### src/rtl/vidctl_pkg.sv
package vidctl_pkg;

    localparam int          CTRL_REGS  = 20;
    localparam logic [6:0]  DEV_ADDR   = 7'h45;
    localparam int          SYNC_DEPTH = 2;

    typedef enum logic [2:0] {
        PH_IDLE,
        PH_ADDR,
        PH_AACK,
        PH_WRITE,
        PH_WACK,
        PH_READ,
        PH_RACK
    } phase_e;

    typedef struct packed {
        logic       start;
        logic       stop;
        logic       rise;
        logic       fall;
        logic       sda;
    } bus_ev_t;

    typedef struct packed {
        logic       valid;
        logic       is_sub;
        logic [7:0] data;
    } wr_strobe_t;

    function automatic logic idx_below(input logic [7:0] idx, input int limit);
        return int'(idx) < limit;
    endfunction

endpackage

### src/rtl/i2c_line_sync.sv
module i2c_line_sync
    import vidctl_pkg::*;
#(
    parameter int STAGES = SYNC_DEPTH
) (
    input  logic    clk,
    input  logic    rst,
    input  logic    scl_in,
    input  logic    sda_in,
    output bus_ev_t ev,
    output logic    scl_o
);

    logic [STAGES-1:0] scl_ff;
    logic [STAGES-1:0] sda_ff;
    logic              scl_d;
    logic              sda_d;
    logic              scl_now;
    logic              sda_now;

    assign scl_now = scl_ff[STAGES-1];
    assign sda_now = sda_ff[STAGES-1];

    always_ff @(posedge clk) begin
        if (rst) begin
            scl_ff <= '1;
            sda_ff <= '1;
            scl_d  <= 1'b1;
            sda_d  <= 1'b1;
        end else begin
            scl_ff <= {scl_ff[STAGES-2:0], scl_in};
            sda_ff <= {sda_ff[STAGES-2:0], sda_in};
            scl_d  <= scl_now;
            sda_d  <= sda_now;
        end
    end

    always_comb begin
        ev.start = scl_now & scl_d & sda_d & ~sda_now;
        ev.stop  = scl_now & scl_d & ~sda_d & sda_now;
        ev.rise  = scl_now & ~scl_d;
        ev.fall  = ~scl_now & scl_d;
        ev.sda   = sda_now;
    end

    assign scl_o = scl_now;

endmodule

### src/rtl/i2c_slave_fsm.sv
module i2c_slave_fsm
    import vidctl_pkg::*;
#(
    parameter logic [6:0] ADDR = DEV_ADDR
) (
    input  logic       clk,
    input  logic       rst,
    input  bus_ev_t    ev,
    input  logic [7:0] tx_byte,
    output logic       sda_oe,
    output wr_strobe_t wr,
    output logic       rd_begin,
    output logic       tx_load,
    output logic       tx_done
);

    phase_e     phase;
    logic [7:0] shreg;
    logic [7:0] txreg;
    logic [3:0] bitcnt;
    logic       rnw;
    logic       first;
    logic       nack;

    always_ff @(posedge clk) begin
        if (rst) begin
            phase    <= PH_IDLE;
            shreg    <= '0;
            txreg    <= '0;
            bitcnt   <= '0;
            rnw      <= 1'b0;
            first    <= 1'b0;
            nack     <= 1'b1;
            sda_oe   <= 1'b0;
            wr       <= '0;
            rd_begin <= 1'b0;
            tx_load  <= 1'b0;
            tx_done  <= 1'b0;
        end else begin
            wr.valid <= 1'b0;
            rd_begin <= 1'b0;
            tx_load  <= 1'b0;
            tx_done  <= 1'b0;
            if (ev.start) begin
                phase  <= PH_ADDR;
                bitcnt <= '0;
                sda_oe <= 1'b0;
            end else if (ev.stop) begin
                phase  <= PH_IDLE;
                sda_oe <= 1'b0;
            end else begin
                case (phase)
                    PH_ADDR, PH_WRITE: begin
                        if (ev.rise && bitcnt != 4'd8) begin
                            shreg  <= {shreg[6:0], ev.sda};
                            bitcnt <= bitcnt + 4'd1;
                        end else if (ev.fall && bitcnt == 4'd8) begin
                            bitcnt <= '0;
                            if (phase == PH_ADDR) begin
                                if (shreg[7:1] == ADDR) begin
                                    phase    <= PH_AACK;
                                    sda_oe   <= 1'b1;
                                    rnw      <= shreg[0];
                                    rd_begin <= shreg[0];
                                end else begin
                                    phase <= PH_IDLE;
                                end
                            end else begin
                                phase     <= PH_WACK;
                                sda_oe    <= 1'b1;
                                wr.valid  <= 1'b1;
                                wr.is_sub <= first;
                                wr.data   <= shreg;
                                first     <= 1'b0;
                            end
                        end
                    end
                    PH_AACK: begin
                        if (ev.fall) begin
                            if (rnw) begin
                                phase   <= PH_READ;
                                txreg   <= tx_byte;
                                sda_oe  <= ~tx_byte[7];
                                bitcnt  <= 4'd1;
                                tx_load <= 1'b1;
                            end else begin
                                phase  <= PH_WRITE;
                                sda_oe <= 1'b0;
                                first  <= 1'b1;
                            end
                        end
                    end
                    PH_WACK: begin
                        if (ev.fall) begin
                            phase  <= PH_WRITE;
                            sda_oe <= 1'b0;
                        end
                    end
                    PH_READ: begin
                        if (ev.fall) begin
                            if (bitcnt == 4'd8) begin
                                phase   <= PH_RACK;
                                sda_oe  <= 1'b0;
                                tx_done <= 1'b1;
                            end else begin
                                sda_oe <= ~txreg[6];
                                txreg  <= {txreg[6:0], 1'b0};
                                bitcnt <= bitcnt + 4'd1;
                            end
                        end
                    end
                    PH_RACK: begin
                        if (ev.rise) begin
                            nack <= ev.sda;
                        end else if (ev.fall) begin
                            if (!nack) begin
                                phase   <= PH_READ;
                                txreg   <= tx_byte;
                                sda_oe  <= ~tx_byte[7];
                                bitcnt  <= 4'd1;
                                tx_load <= 1'b1;
                            end else begin
                                phase <= PH_IDLE;
                            end
                        end
                    end
                    default: ;
                endcase
            end
        end
    end

endmodule

### src/rtl/ctrl_reg_bank.sv
module ctrl_reg_bank
    import vidctl_pkg::*;
#(
    parameter int N = CTRL_REGS
) (
    input  logic           clk,
    input  logic           rst,
    input  wr_strobe_t     wr,
    input  logic           por,
    output logic [N*8-1:0] regs_o,
    output logic [7:0]     ptr_o,
    output logic           all_written
);

    localparam int LAST = N - 1;

    logic [7:0]   ptr;
    logic [7:0]   mem [N];
    logic [N-1:0] hit;
    logic [N-1:0] seen;
    logic         data_wr;

    assign data_wr = wr.valid & ~wr.is_sub;

    for (genvar i = 0; i < N; i++) begin : g_slot
        assign hit[i]            = data_wr && (ptr == 8'(i));
        assign regs_o[8*i +: 8]  = mem[i];
    end

    always_ff @(posedge clk) begin
        if (rst) begin
            for (int i = 0; i < N; i++) mem[i] <= '0;
        end else begin
            for (int i = 0; i < N; i++) begin
                if (hit[i]) mem[i] <= wr.data;
            end
        end
    end

    always_ff @(posedge clk) begin
        if (rst || por) begin
            seen <= '0;
        end else begin
            seen <= seen | hit;
        end
    end

    always_ff @(posedge clk) begin
        if (rst) begin
            ptr <= '0;
        end else if (wr.valid) begin
            if (wr.is_sub) begin
                ptr <= wr.data;
            end else if (idx_below(ptr, LAST)) begin
                ptr <= ptr + 8'd1;
            end
        end
    end

    assign ptr_o       = ptr;
    assign all_written = (&seen) & ~por;

endmodule

### src/rtl/status_reply.sv
module status_reply (
    input  logic       clk,
    input  logic       rst,
    input  logic       brownout,
    input  logic       no_defl,
    input  logic       if_ident,
    input  logic       rd_begin,
    input  logic       tx_load,
    input  logic       tx_done,
    output logic       por,
    output logic [7:0] tx_byte
);

    logic [1:0] idx;
    logic       carried;

    always_ff @(posedge clk) begin
        if (rst) begin
            idx <= '0;
        end else if (rd_begin) begin
            idx <= '0;
        end else if (tx_load && idx != 2'd2) begin
            idx <= idx + 2'd1;
        end
    end

    always_ff @(posedge clk) begin
        if (rst) begin
            por     <= 1'b1;
            carried <= 1'b0;
        end else if (brownout) begin
            por     <= 1'b1;
            carried <= 1'b0;
        end else if (rd_begin) begin
            carried <= 1'b0;
        end else if (tx_load) begin
            carried <= (idx == 2'd0) && por;
        end else if (tx_done && carried) begin
            por     <= 1'b0;
            carried <= 1'b0;
        end
    end

    always_comb begin
        case (idx)
            2'd0:    tx_byte = {por, 7'b0};
            2'd1:    tx_byte = {no_defl, 2'b0, if_ident, 4'b0};
            default: tx_byte = 8'h00;
        endcase
    end

endmodule

### src/rtl/vidctl_i2c_regs.sv
module vidctl_i2c_regs
    import vidctl_pkg::*;
#(
    parameter int         NUM_REGS = CTRL_REGS,
    parameter int         SYNC_FF  = SYNC_DEPTH,
    parameter logic [6:0] SLV_ADDR = DEV_ADDR
) (
    input  logic                  clk,
    input  logic                  rst,
    input  logic                  scl_in,
    input  logic                  sda_in,
    output logic                  sda_oe,
    input  logic                  brownout,
    input  logic                  no_defl_i,
    input  logic                  if_ident_i,
    output logic [NUM_REGS*8-1:0] ctrl_regs_o,
    output logic                  all_written_o
);

    bus_ev_t    bus_ev;
    logic       scl_lvl;
    wr_strobe_t wr_stb;
    logic       rd_begin;
    logic       tx_load;
    logic       tx_done;
    logic [7:0] tx_byte;
    logic       por_flag;
    logic [7:0] wr_ptr;

    i2c_line_sync #(.STAGES(SYNC_FF)) u_sync (
        .clk    (clk),
        .rst    (rst),
        .scl_in (scl_in),
        .sda_in (sda_in),
        .ev     (bus_ev),
        .scl_o  (scl_lvl)
    );

    i2c_slave_fsm #(.ADDR(SLV_ADDR)) u_fsm (
        .clk      (clk),
        .rst      (rst),
        .ev       (bus_ev),
        .tx_byte  (tx_byte),
        .sda_oe   (sda_oe),
        .wr       (wr_stb),
        .rd_begin (rd_begin),
        .tx_load  (tx_load),
        .tx_done  (tx_done)
    );

    ctrl_reg_bank #(.N(NUM_REGS)) u_bank (
        .clk         (clk),
        .rst         (rst),
        .wr          (wr_stb),
        .por         (por_flag),
        .regs_o      (ctrl_regs_o),
        .ptr_o       (wr_ptr),
        .all_written (all_written_o)
    );

    status_reply u_stat (
        .clk      (clk),
        .rst      (rst),
        .brownout (brownout),
        .no_defl  (no_defl_i),
        .if_ident (if_ident_i),
        .rd_begin (rd_begin),
        .tx_load  (tx_load),
        .tx_done  (tx_done),
        .por      (por_flag),
        .tx_byte  (tx_byte)
    );

endmodule

### config.mk
export PLATFORM = sky130hd
export DESIGN_NAME = vidctl_i2c_regs
export DESIGN_NICKNAME = d
export VERILOG_FILES = /design/src/rtl/vidctl_pkg.sv /design/src/rtl/i2c_line_sync.sv /design/src/rtl/i2c_slave_fsm.sv /design/src/rtl/ctrl_reg_bank.sv /design/src/rtl/status_reply.sv /design/src/rtl/vidctl_i2c_regs.sv
export SDC_FILE = /design/constraint.sdc
export NUM_CORES = 1
export LEC_CHECK = 0
export CORE_ASPECT_RATIO = 1.4
export CORE_MARGIN = 4
export CORE_UTILIZATION = 35
export DETAILED_ROUTE_END_ITERATION = 6
export MAX_ROUTING_LAYER = met4
export SLEW_MARGIN = 20
export SYNTH_ARGS = -nofsm -noshare
export SYNTH_HDL_FRONTEND = slang
export SYNTH_HIERARCHICAL = 1
export SYNTH_SLANG_ARGS = --single-unit
### constraint.sdc
create_clock -name clk -period 2.4 [get_ports clk]
set_clock_uncertainty 0.15 [all_clocks]
set_input_delay 0.48 -clock clk [delete_from_list [all_inputs] [get_ports clk]]
set_output_delay 0.48 -clock clk [all_outputs]
set_load 0.01 [all_outputs]
Yosys cells after proc, flatten, opt, wreduce, memory -nomap -nowiden. Memories as Yosys holds them, arrays and structs flattened. Cells that the tools add are included.

Order comparisons: 1. $add $sub $neg: 3. Multiplexer cells: 147. Bitwise operators: 49. Eq/ne operators: 53. Reduce and logical (&&, ||, !) cells: 57.

Operators with widths (count): 2-to-1 mux 8 bit (22); 2-to-1 mux 1 bit (89); equality test 8 x 4 -> 1 bit, second input constant (8); 2-to-1 mux 7 bit (7); 2-to-1 mux 4 bit (9); 2-to-1 mux 3 bit (11); equality test 8 x 3 -> 1 bit, second input constant (4); equality test 8 x 5 -> 1 bit, second input constant (4); AND reduction 10 bit (3); logical AND 1 bit (25); inequality test 4 x 3 -> 1 bit, second input constant (6); one-hot mux 7 bit (3 select lines) (1); bitwise OR 1 bit (20); bitwise OR 20 bit (1); AND reduction 20 bit (1); inverter 1 bit (19); AND reduction 9 bit (2); equality test 8 x 2 -> 1 bit, second input constant (2); one-hot mux 4 bit (4 select lines) (1); one-hot mux 8 bit (2 select lines) (1); one-hot mux 3 bit (5 select lines) (1); inequality test 2 x 1 -> 1 bit, second input constant (7); inequality test 2 bit, second input constant (7); inequality test 4 bit, second input constant (3); other kinds (37) (56).

Memories kept: 1. Output and inout port bits: 162. Flip-flop bits (word level): 77. RAM bits: 160. Word-level logic and storage cells: 335. Input port bits: 7.

Memory list: u_bank.mem (words 20, width 8, rd ports 20, clocked after Yosys merged registers in 0, wr ports 20, line ctrl_reg_bank.sv:18) `logic [7:0] mem [N];`.

Logic depth before layout (Yosys ltp). Gate-level depths: netlist of run 1.

Depth in word-level cells: 8. Depth in mapped cells: 8. Gate-level depth less buffers: 7.

Hierarchy. Netlist of run 1, hierarchy kept.

By module, submodules not included: ctrl_reg_bank (area each 7134.3 um2, cells each 537, sequential area each 5365.1 um2, instances 1); i2c_slave_fsm (area each 1924.3 um2, cells each 220, sequential area each 780.7 um2, instances 1); status_reply (area each 266.5 um2, cells each 28, sequential area each 80.1 um2, instances 1); i2c_line_sync (area each 197.7 um2, cells each 17, sequential area each 120.1 um2, instances 1).

Least setup slack after synthesis of run 1. No wires, ideal clock.

Kind: register -> register. Start: reg u_bank.ptr[3] (netlist: u_bank/ptr_o[3]). End: mem u_bank.mem[16][0] (netlist: u_bank/mem[4][0]) (enable). Path buffers: 2. Cell stages (with the launch flop): 6. Setup time: 0.334 ns. Data required time: 1.916 ns. Path slack: 0.076 ns. Clock period less this slack: 2.324 ns. Data arrival time: 1.839 ns. Path through: dfxtp_1 buf_6 or4b_4 or4b_4 buf_6 nand2b_1.

RTL lines: from (decl) (line ctrl_reg_bank.sv:17) `logic [7:0] ptr;`; from (signal assigned) (line ctrl_reg_bank.sv:53) `ptr <= wr.data;`; from (signal assigned) (line ctrl_reg_bank.sv:55) `ptr <= ptr + 8'd1;`; to (decl) (line ctrl_reg_bank.sv:18).

Worst setup path after layout of run 1.
Start: reg u_bank.seen[3]. End: out all_written_o.

Longest elaborated chain between the ends: 2.

RTL lines: from (decl) (line ctrl_reg_bank.sv:20) `logic [N-1:0] seen;`; from (signal assigned) (line ctrl_reg_bank.sv:44) `seen <= seen | hit;`; AND reduction 20 bit (line ctrl_reg_bank.sv:61) `assign all_written = (&seen) & ~por;`; bitwise AND 1 bit (line ctrl_reg_bank.sv:61); to (decl) (line vidctl_i2c_regs.sv:17) `output logic all_written_o`.

No other way between the ends.

==> flow_summary.json, run 1 <==
{
  "status": "finished with violations",
  "violations": "negative setup slack",
  "synthFlopType": "edfxtp_1",
  "synthArstFlopShare_pct": 0,
  "ys_warn_count": 6,
  "htree_levels": 1,
  "hpwl_mm": 17.4,
  "fmax_mhz": 410,
  "vdd_drop_max_v": 0.000474,
  "layout_common_cells": "nor2_1, clkdlybuf4s50_1, edfxtp_1, dfxtp_1, buf_4",
  "synthCells": 802,
  "post_cts_buffers": 0,
  "grt_busiest_layer": "met2",
  "syn_area_per_cell_um2": 11.9,
  "startpoint_type": "flop",
  "hold_viol": 0,
  "cts-root-buf": "clkbuf_16",
  "power_frac_clock_pct": 42.7,
  "cp-end-kind": "output pin",
  "path_clk_slew_ns": 0.06,
  "dr.pass1.iters": 5,
  "nets": 1017,
  "cts_tree": "done",
  "areaGrowthSynthToFinish_pct": 33.7,
  "slew_headroom_pct": 66.7,
  "fill_cells": 2447,
  "final_common_cell": "nor2_1",
  "worst_hold_slack_ns": 0.252,
  "required_ns": 1.77,
  "final_area_um2": 12700,
  "met3_usage_pct": 2.44,
  "cts_max_path_buffers": 3,
  "yosysSeqAreaShare_pct": 66.6,
  "met2_usage_pct": 29.3,
  "die_area_um2": 29900,
  "drive_gt1_share_pct": 13.1,
  "grt_pass1_wl_mm": 37.2,
  "grt_pass1_vias": 6559,
  "period_share_pct": 102,
  "die_w_um": 147,
  "drt-total-wl_mm": 23.9,
  "max-cap-violations": 0,
  "place_congestion": 0.832,
  "ys_seq_elements": 237,
  "fin_ws_ns": -0.0386,
  "p_comb_share_pct": 4.7,
  "port_buffers": 168,
  "ys_types": 77,
  "cts.sinks": 237,
  "path_max_fanout": 2,
  "vias": 6636,
  "pin_count": 169,
  "clock_latency_ns": 0.51,
  "grt_max_degree": 23,
  "switchingPower_uw": 1750,
  "antenna_cells": 0,
  "tightest_slew_ns": 0.496,
  "fin_crit_ns": 2.44,
  "postCtsHoldBufs": 0,
  "p_leak_uw": 0.00442,
  "critical_path_class": "flop to output pin",
  "p_sw_share_pct": 20.5,
  "ant_nets": 0,
  "dpl_cell_area_um2": 11900,
  "slew_viol_final": 0,
  "start_util_pct": 35.5,
  "wl_per_cell_um": 17.3,
  "core_um2": 26800,
  "seqPwrFrac_pct": 52.5,
  "grt_overflow": 0,
  "synth_edf_count": 160,
  "setup_viol": 1,
  "p_int_uw": 6780,
  "gr-usage-all-layers_pct": 16.0,
  "drc_errors": 0,
  "rsz0062_at_grt": "yes",
  "worstPathArrival_ns": 1.81,
  "hp-class": "flop to flop",
  "cts_made_buffers": 24,
  "netlist_area_um2": 9520,
  "met1_usage_pct": 17.6,
  "rows": 71,
  "drt_iter0_drc": 286,
  "antenna_found_initial": 0,
  "powerDensity_nw_per_um2": 670,
  "die_y_um": 203,
  "power_uw": 8530,
  "avgViaCountPerCell": 4.79
}
[sequential cells by signal (all words and copies together) (netlist names)]
name / cells
u_stat/por: 1
u_fsm/rd_begin: 1
u_fsm/txreg: 7
u_sync/sda_d: 1
u_stat/carried: 1
u_sync/scl_ff: 2
u_fsm/wr: 10
u_fsm/tx_load: 1
u_fsm/phase: 3
u_bank/ptr_o: 8
u_sync/sda_ff: 2
u_bank/mem: 160
u_sync/scl_d: 1
u_fsm/bitcnt: 4
u_fsm/tx_done: 1
u_fsm/sda_oe: 1
u_fsm/shreg: 8
u_bank/seen: 20
u_fsm/first: 1
u_fsm/rnw: 1
u_fsm/nack: 1
u_stat/idx: 2
[cell type report]
class	instances	area, µm²	share of cell area (%)
inverter	39	146	1.15
sequential	237	6350	49.9
timing repair buffer	222	2190	17.2
clock inverter	12	97.6	0.767
multi-input combinational	477	2800	22.0
clock buffer	32	692	5.43
tap	365	457	3.59
[power groups by stage]
stage / combinational [µW] / clock, µW / sequential (µW)
after CTS: 411 / 3730 / 4480
after detailed placement: 411 / 0 / 4570
after global placement: 407 / 0 / 4570
after floorplan: 111 / 0 / 4610
after global routing: 431 / 3900 / 4490
final: 405 / 3640 / 4480
[cells by family (layout without fill, tap and decap cells)]
logic type	after synthesis	after routing	share of synthesized area [%]
AND/OR/NAND/NOR	348	348	18.6
flip-flops	237	237	66.6
buffers and inverters	93	305	4.35
AO/OA/AOI/OAI	89	89	6.61
multiplexers	24	24	2.54
adder cells (fa/ha/maj)	9	9	1.18
other	1	6	0.0394
XOR/XNOR	1	1	0.0920
[timing repair]
| item | 4_1_cts | 5_1_grt |
|---|---|---|
| pin swaps | 3 | 0 |
| setup endpoints to repair | 1 | 1 |
| resized for setup | 11 | 1 |
| endpoints found under the hold margin | 0 | 0 |
[synth_stat cells, types with 4 or more instances]
cell / n / area share [%]
and3b_1: 4 / 0.37
nand2_1: 22 / 0.87
nor3_1: 12 / 0.63
clkbuf_1: 34 / 1.3
nand3_1: 25 / 1.3
nor2_1: 184 / 7.3
dfxtp_1: 77 / 16
o21ai_0: 10 / 0.53
nor2b_1: 9 / 0.59
buf_4: 10 / 0.79
edfxtp_1: 160 / 50
nand4_1: 6 / 0.39
inv_1: 39 / 1.5
nand3_2: 8 / 0.84
a311oi_1: 6 / 0.55
ha_1: 9 / 1.2
or2_1: 7 / 0.46
mux2i_1: 23 / 2.4
buf_2: 4 / 0.21
nand2b_1: 31 / 2.0
a21oi_1: 31 / 1.6
[worst paths after layout]
check                   startpoint  slack (ns)          endpoint  cells after the start
setup / recovery    u_bank/seen[3]       -0.04     all_written_o                      4
hold / removal    u_sync/sda_ff[0]        0.25  u_sync/sda_ff[1]                      1
setup reg to reg   u_bank/ptr_o[3]        0.18  u_bank/mem[4][3]                      3
hold reg to reg   u_sync/sda_ff[0]        0.25  u_sync/sda_ff[1]                      1
[per-layer routing]
| layer | vias up | routed length, µm |
|---|---|---|
| met5 | - | 0 |
| met4 | 0 | 894 |
| met3 | 42 | 1210 |
| met2 | 195 | 12600 |
| met1 | 3201 | 9210 |
| li1 | 3198 | - |
[worst max-delay path, stage by stage, from the launching register on]
cell and delay, ns:
dfxtp_2 0.32, nand4_1 0.09, or4_4 0.57, nor3_4 0.15, buf_2 0.16
[metrics by stage]
stage | utilization, % | setup WS [ns] | setup TNS [ns] | instances
global placement | 44.5 | -0.0805 | -0.0805 | 1341
global route | 47.5 | -0.101 | -0.101 | 1384
CTS | 47.4 | -0.0656 | -0.0656 | 1384
finish | 47.5 | -0.0386 | -0.0386 | 1384
detailed placement | 44.5 | -0.135 | -0.135 | 1341
floorplan | - | 0.0761 | 0 | 807
Power figures use the tool's default switching activity.
==> run 2, diff against run 1 <==
CORE_UTILIZATION = 48   (was 35)
PLACE_DENSITY = 0.77   (was default)
TNS_END_PERCENT = 10   (was default)
==> flow_summary.json, run 2 (same netlist as run 1, synthesis figures left out) <==
{
  "r2r_end": "u_bank/mem[4][15]",
  "die_area_um2": 22200,
  "cts.sinks": 237,
  "worstPathArrival_ns": 1.80,
  "path_max_fanout": 2,
  "hp-class": "flop to flop",
  "cp-end-kind": "output pin",
  "status": "finished with violations",
  "vias": 6732,
  "avgViaCountPerCell": 5.32,
  "ant_nets": 0,
  "p_sw_share_pct": 20.3,
  "path_clk_slew_ns": 0.07,
  "grt_overflow": 0,
  "critical_path_class": "flop to output pin",
  "rows": 60,
  "reg2regPathDepth": 3,
  "grt_pass1_vias": 6503,
  "fin_ws_ns": -0.0331,
  "htree_levels": 1,
  "cts_max_path_buffers": 3,
  "postCtsHoldBufs": 0,
  "powerDensity_nw_per_um2": 673,
  "antenna_cells": 0,
  "slew_headroom_pct": 57.0,
  "pre_cts_ws_ns": -0.0708,
  "grt_pass1_wl_mm": 35.1,
  "post_cts_buffers": 0,
  "antenna_found_initial": 0,
  "drt_iter0_drc": 477,
  "start_util_pct": 49.2,
  "wl_per_cell_um": 17.7,
  "critical_path.endpoint": "all_written_o",
  "hold_viol": 0,
  "seqPwrFrac_pct": 53.4,
  "die_y_um": 175,
  "largest_reg_flops": 160,
  "dr.pass1.iters": 6,
  "final_area_um2": 12500,
  "final_util_pct": 64.3,
  "reg_top3": "u_bank/mem (160), u_bank/seen (20), u_fsm/wr (10)",
  "core_um2": 19400,
  "grt_max_degree": 42,
  "tightest_slew_ns": 0.646,
  "die_w_um": 127,
  "pin_count": 169,
  "vdd_drop_max_v": 0.000508,
  "final_common_cell": "nor2_1",
  "rsz0062_at_grt": "yes",
  "switchingPower_uw": 1700,
  "drt-total-wl_mm": 22.4,
  "areaGrowthSynthToFinish_pct": 30.8,
  "drc_errors": 0,
  "power_frac_clock_pct": 41.9,
  "dpl_cell_area_um2": 11700,
  "clock_latency_ns": 0.50,
  "required_ns": 1.77,
  "startpoint": "u_bank/seen[7]",
  "p_int_uw": 6680,
  "cts-root-buf": "clkbuf_16",
  "p_leak_uw": 0.00435,
  "drive_gt1_share_pct": 13.2,
  "cts_made_buffers": 22,
  "fmax_mhz": 411,
  "layout_common_cells": "nor2_1, clkdlybuf4s50_1, edfxtp_1, dfxtp_1, buf_4",
  "hpwl_mm": 15.9,
  "period_share_pct": 101,
  "top_register": "u_bank/mem",
  "hp-start": "u_sync/sda_ff[0]",
  "setup_viol": 1,
  "startpoint_type": "flop",
  "gr-usage-all-layers_pct": 20.5,
  "port_buffers": 168,
  "violations": "negative setup slack",
  "p_comb_share_pct": 4.7,
  "r2r_slack_ns": 0.18,
  "slew_viol_final": 0,
  "worst_hold_slack_ns": 0.256,
  "r2r_start": "u_bank/ptr_o[3]",
  "place_congestion": 0.882,
  "fin_crit_ns": 2.43,
  "nets": 1017,
  "cts_tree": "done",
  "max-cap-violations": 0
}
-- run 2: cell count changes in the layout (fill, tap and decap cells not counted), sizes merged --
cell / before / now
clkbuf: 32 / 26
buf: 56 / 58
inv: 39 / 41
bufinv: 1 / 2
clkinv: 5 / 4
-- run 2: worst min path at each step --
stage / to / slack (ns) / cells after the start
6_report: u_sync/sda_ff[1] / 0.26 / 1
3_3_place_gp: u_sync/scl_ff[1] / 0.24 / 1
5_1_grt: u_sync/sda_ff[1] / 0.28 / 1
4_1_cts: u_sync/sda_ff[1] / 0.26 / 1
2_1_floorplan: u_sync/scl_ff[1] / 0.23 / 1
3_5_place_dp: u_sync/sda_ff[1] / 0.24 / 1
-- run 2: layer usage --
layer,GRT usage (%),vias to the layer above,wire length (µm)
met5,-,-,0
met4,8.41,0,977
met3,2.78,63,1480
met2,36.7,268,12000
met1,22.9,3217,7980
li1,-,3184,-
-- run 2: cell type report --
class | count | area (µm²)
inverters | 39 | 146
multi-input cells | 477 | 2790
well taps | 248 | 310
flip-flops and latches | 237 | 6350
repair buffers | 224 | 2110
clock inverters | 14 | 140
clock buffers | 26 | 607
fillers | 1431 | 6910
-- run 2: critical path, stage by stage, from the launching register on --
cell     delay [ns]
dfxtp_2        0.33
nand4_1        0.09
or4_4          0.53
nor3_2         0.11
buf_4          0.14
buf_6          0.09
-- run 2: what timing repair did --
item                                    in CTS  in global routing
endpoints found under the setup margin       1                  1
pin swaps                                    1                  0
gates resized for setup                     11                  0
-- run 2: power groups by stage --
stage,Combinational [µW],Sequential (µW),Clock (µW)
final,393,4480,3520
after global routing,417,4480,3760
after CTS,399,4480,3580
after detailed placement,397,4570,0
after global placement,392,4560,0
after floorplan,111,4610,0
-- run 2: stage by stage --
stage               total power [µW]  setup TNS (ns)  instances
global placement                4960         -0.0785       1225
floorplan                       4720               0        807
finish                          8380         -0.0331       1265
global route                    8660         -0.0936       1265
detailed placement              4960         -0.0708       1225
CTS                             8460         -0.0510       1265
==> run 3, diff against run 2 <==
==> constraint.sdc (replaced) <==
create_clock -name clk -period 2.4 [get_ports clk]
set_clock_uncertainty 0.15 [all_clocks]
set_input_delay 0.36 -clock clk [delete_from_list [all_inputs] [get_ports clk]]
set_output_delay 0.36 -clock clk [all_outputs]
set_load 0.01 [all_outputs]
==> flow_summary.json, run 3 (same netlist as run 1, synthesis figures left out) <==
{
  "status": "completed",
  "startpoint": "u_bank/seen[2]",
  "slew_headroom_pct": 54.3,
  "core_um2": 19400,
  "p_leak_uw": 0.00429,
  "setup_viol": 0,
  "path_clk_slew_ns": 0.07,
  "die_w_um": 127,
  "avgViaCountPerCell": 5.26,
  "port_buffers": 168,
  "drive_gt1_share_pct": 11.9,
  "pre_cts_ws_ns": 0.0186,
  "nets": 1011,
  "worst_hold_slack_ns": 0.250,
  "grt_max_degree": 42,
  "reg2regPathDepth": 3,
  "antenna_cells": 0,
  "drc_errors": 0,
  "r2r_end": "u_bank/mem[4][8]",
  "tightest_slew_ns": 0.686,
  "largest_reg_flops": 160,
  "clock_latency_ns": 0.50,
  "multi_input_area_um2": 2800,
  "cts_made_buffers": 22,
  "rsz0062_at_grt": "yes",
  "postCtsHoldBufs": 0,
  "dr.pass1.iters": 4,
  "r2r_slack_ns": 0.14,
  "hold_viol": 0,
  "grt_pass1_vias": 6409,
  "powerDensity_nw_per_um2": 660,
  "fill_cells": 1449,
  "period_share_pct": 97.1,
  "rows": 60,
  "gr-usage-all-layers_pct": 20.0,
  "slew_viol_final": 0,
  "critical_path_class": "flop to output pin",
  "grt_overflow": 0,
  "drt_iter0_drc": 411,
  "post_cts_buffers": 0,
  "cts.sinks": 237,
  "place_congestion": 0.886,
  "cp-end-kind": "output pin",
  "hp-class": "primary input to flop",
  "start_util_pct": 49.2,
  "register_area_um2": 6350,
  "layout_common_cells": "nor2_1, clkdlybuf4s50_1, edfxtp_1, dfxtp_1, buf_4",
  "cts_tree": "done",
  "cts_max_path_buffers": 3,
  "hpwl_mm": 15.6,
  "vias": 6617,
  "vdd_drop_max_v": 0.000511,
  "top_register": "u_bank/mem",
  "antenna_found_initial": 0,
  "die_y_um": 175,
  "required_ns": 1.89,
  "htree_levels": 1,
  "final_util_pct": 63.8,
  "critical_path.endpoint": "all_written_o",
  "startpoint_type": "flop",
  "wl_per_cell_um": 17.4,
  "max-cap-violations": 0,
  "areaGrowthSynthToFinish_pct": 29.7,
  "fmax_mhz": 429,
  "final.setup.tns_ns": 0,
  "ant_nets": 0,
  "worstPathArrival_ns": 1.82,
  "reg_top3": "u_bank/mem (160), u_bank/seen (20), u_fsm/wr (10)",
  "fin_crit_ns": 2.33,
  "pin_count": 169,
  "grt_pass1_wl_mm": 34.5,
  "final_common_cell": "nor2_1",
  "fin_ws_ns": 0.0702,
  "r2r_start": "u_bank/ptr_o[6]",
  "drt-total-wl_mm": 21.9,
  "cts-root-buf": "clkbuf_16",
  "path_max_fanout": 2,
  "die_area_um2": 22200
}
-- run 3: cell types whose count changed in the layout (fill, tap and decap cells not counted), sizes merged --
cell      delta
buf          -6
clkinvlp     -2
clkbuf       +3
clkinv       +2
inv          -1
bufinv       -2
-- run 3: worst min path at each step --
stage | slack, ns | cells after the start | end | startpoint
finish | 0.25 | 2 | u_fsm/wr[1] | rst
global route | 0.28 | 1 | u_sync/scl_ff[1] | u_sync/scl_ff[0]
CTS | 0.25 | 2 | u_fsm/wr[1] | rst
detailed placement | 0.24 | 1 | u_sync/sda_ff[1] | u_sync/sda_ff[0]
global placement | 0.24 | 1 | u_sync/scl_ff[1] | u_sync/scl_ff[0]
floorplan | 0.23 | 1 | u_sync/scl_ff[1] | u_sync/scl_ff[0]
-- run 3: power by group --
| group | switching [µW] | internal [µW] | leakage [µW] |
|---|---|---|---|
| combinational | 197 | 195 | 0.00169 |
| clock | 1450 | 1830 | 0.000325 |
| sequential | 33.7 | 4440 | 0.00227 |
| total | 1680 | 6470 | 0.00429 |
-- run 3: worst max-delay path, cell delays in order, from the launching register on --
cell,delay [ns]
dfxtp_1,0.33
nand4_1,0.09
or4_4,0.53
nor3_2,0.11
buf_4,0.13
buf_2,0.13
-- run 3: timing repair --
action | in CTS | in global routing
pin swaps | 1 | 0
resized for setup | 7 | 3
setup endpoints to repair | 1 | 5
-- run 3: per-layer routing --
metal | global-route usage [%] | part of all wire [%] | routed length, µm
met2 | 36.4 | 54 | 11800
met4 | 6.35 | 2.6 | 567
met1 | 22.9 | 38 | 8230
met5 | - | 0 | 0
met3 | 2.23 | 5.6 | 1220
-- run 3: stage by stage --
| stage | instances | power, µW | instance area (µm²) |
|---|---|---|---|
| floorplan | 807 | 4720 | 9540 |
| global placement | 1219 | 4950 | 11600 |
| detailed placement | 1219 | 4960 | 11600 |
| CTS | 1259 | 8190 | 12300 |
| global route | 1259 | 8410 | 12300 |
| finish | 1259 | 8150 | 12300 |
-- run 3: final cells by class --
cell class / instances / area share [%]
repair buffers: 218 / 16.7
well taps: 248 / 2.51
clock inverters: 11 / 0.527
multi-input cells: 477 / 22.7
flip-flops and latches: 237 / 51.4
inverters: 39 / 1.19
clock buffers: 29 / 5.02
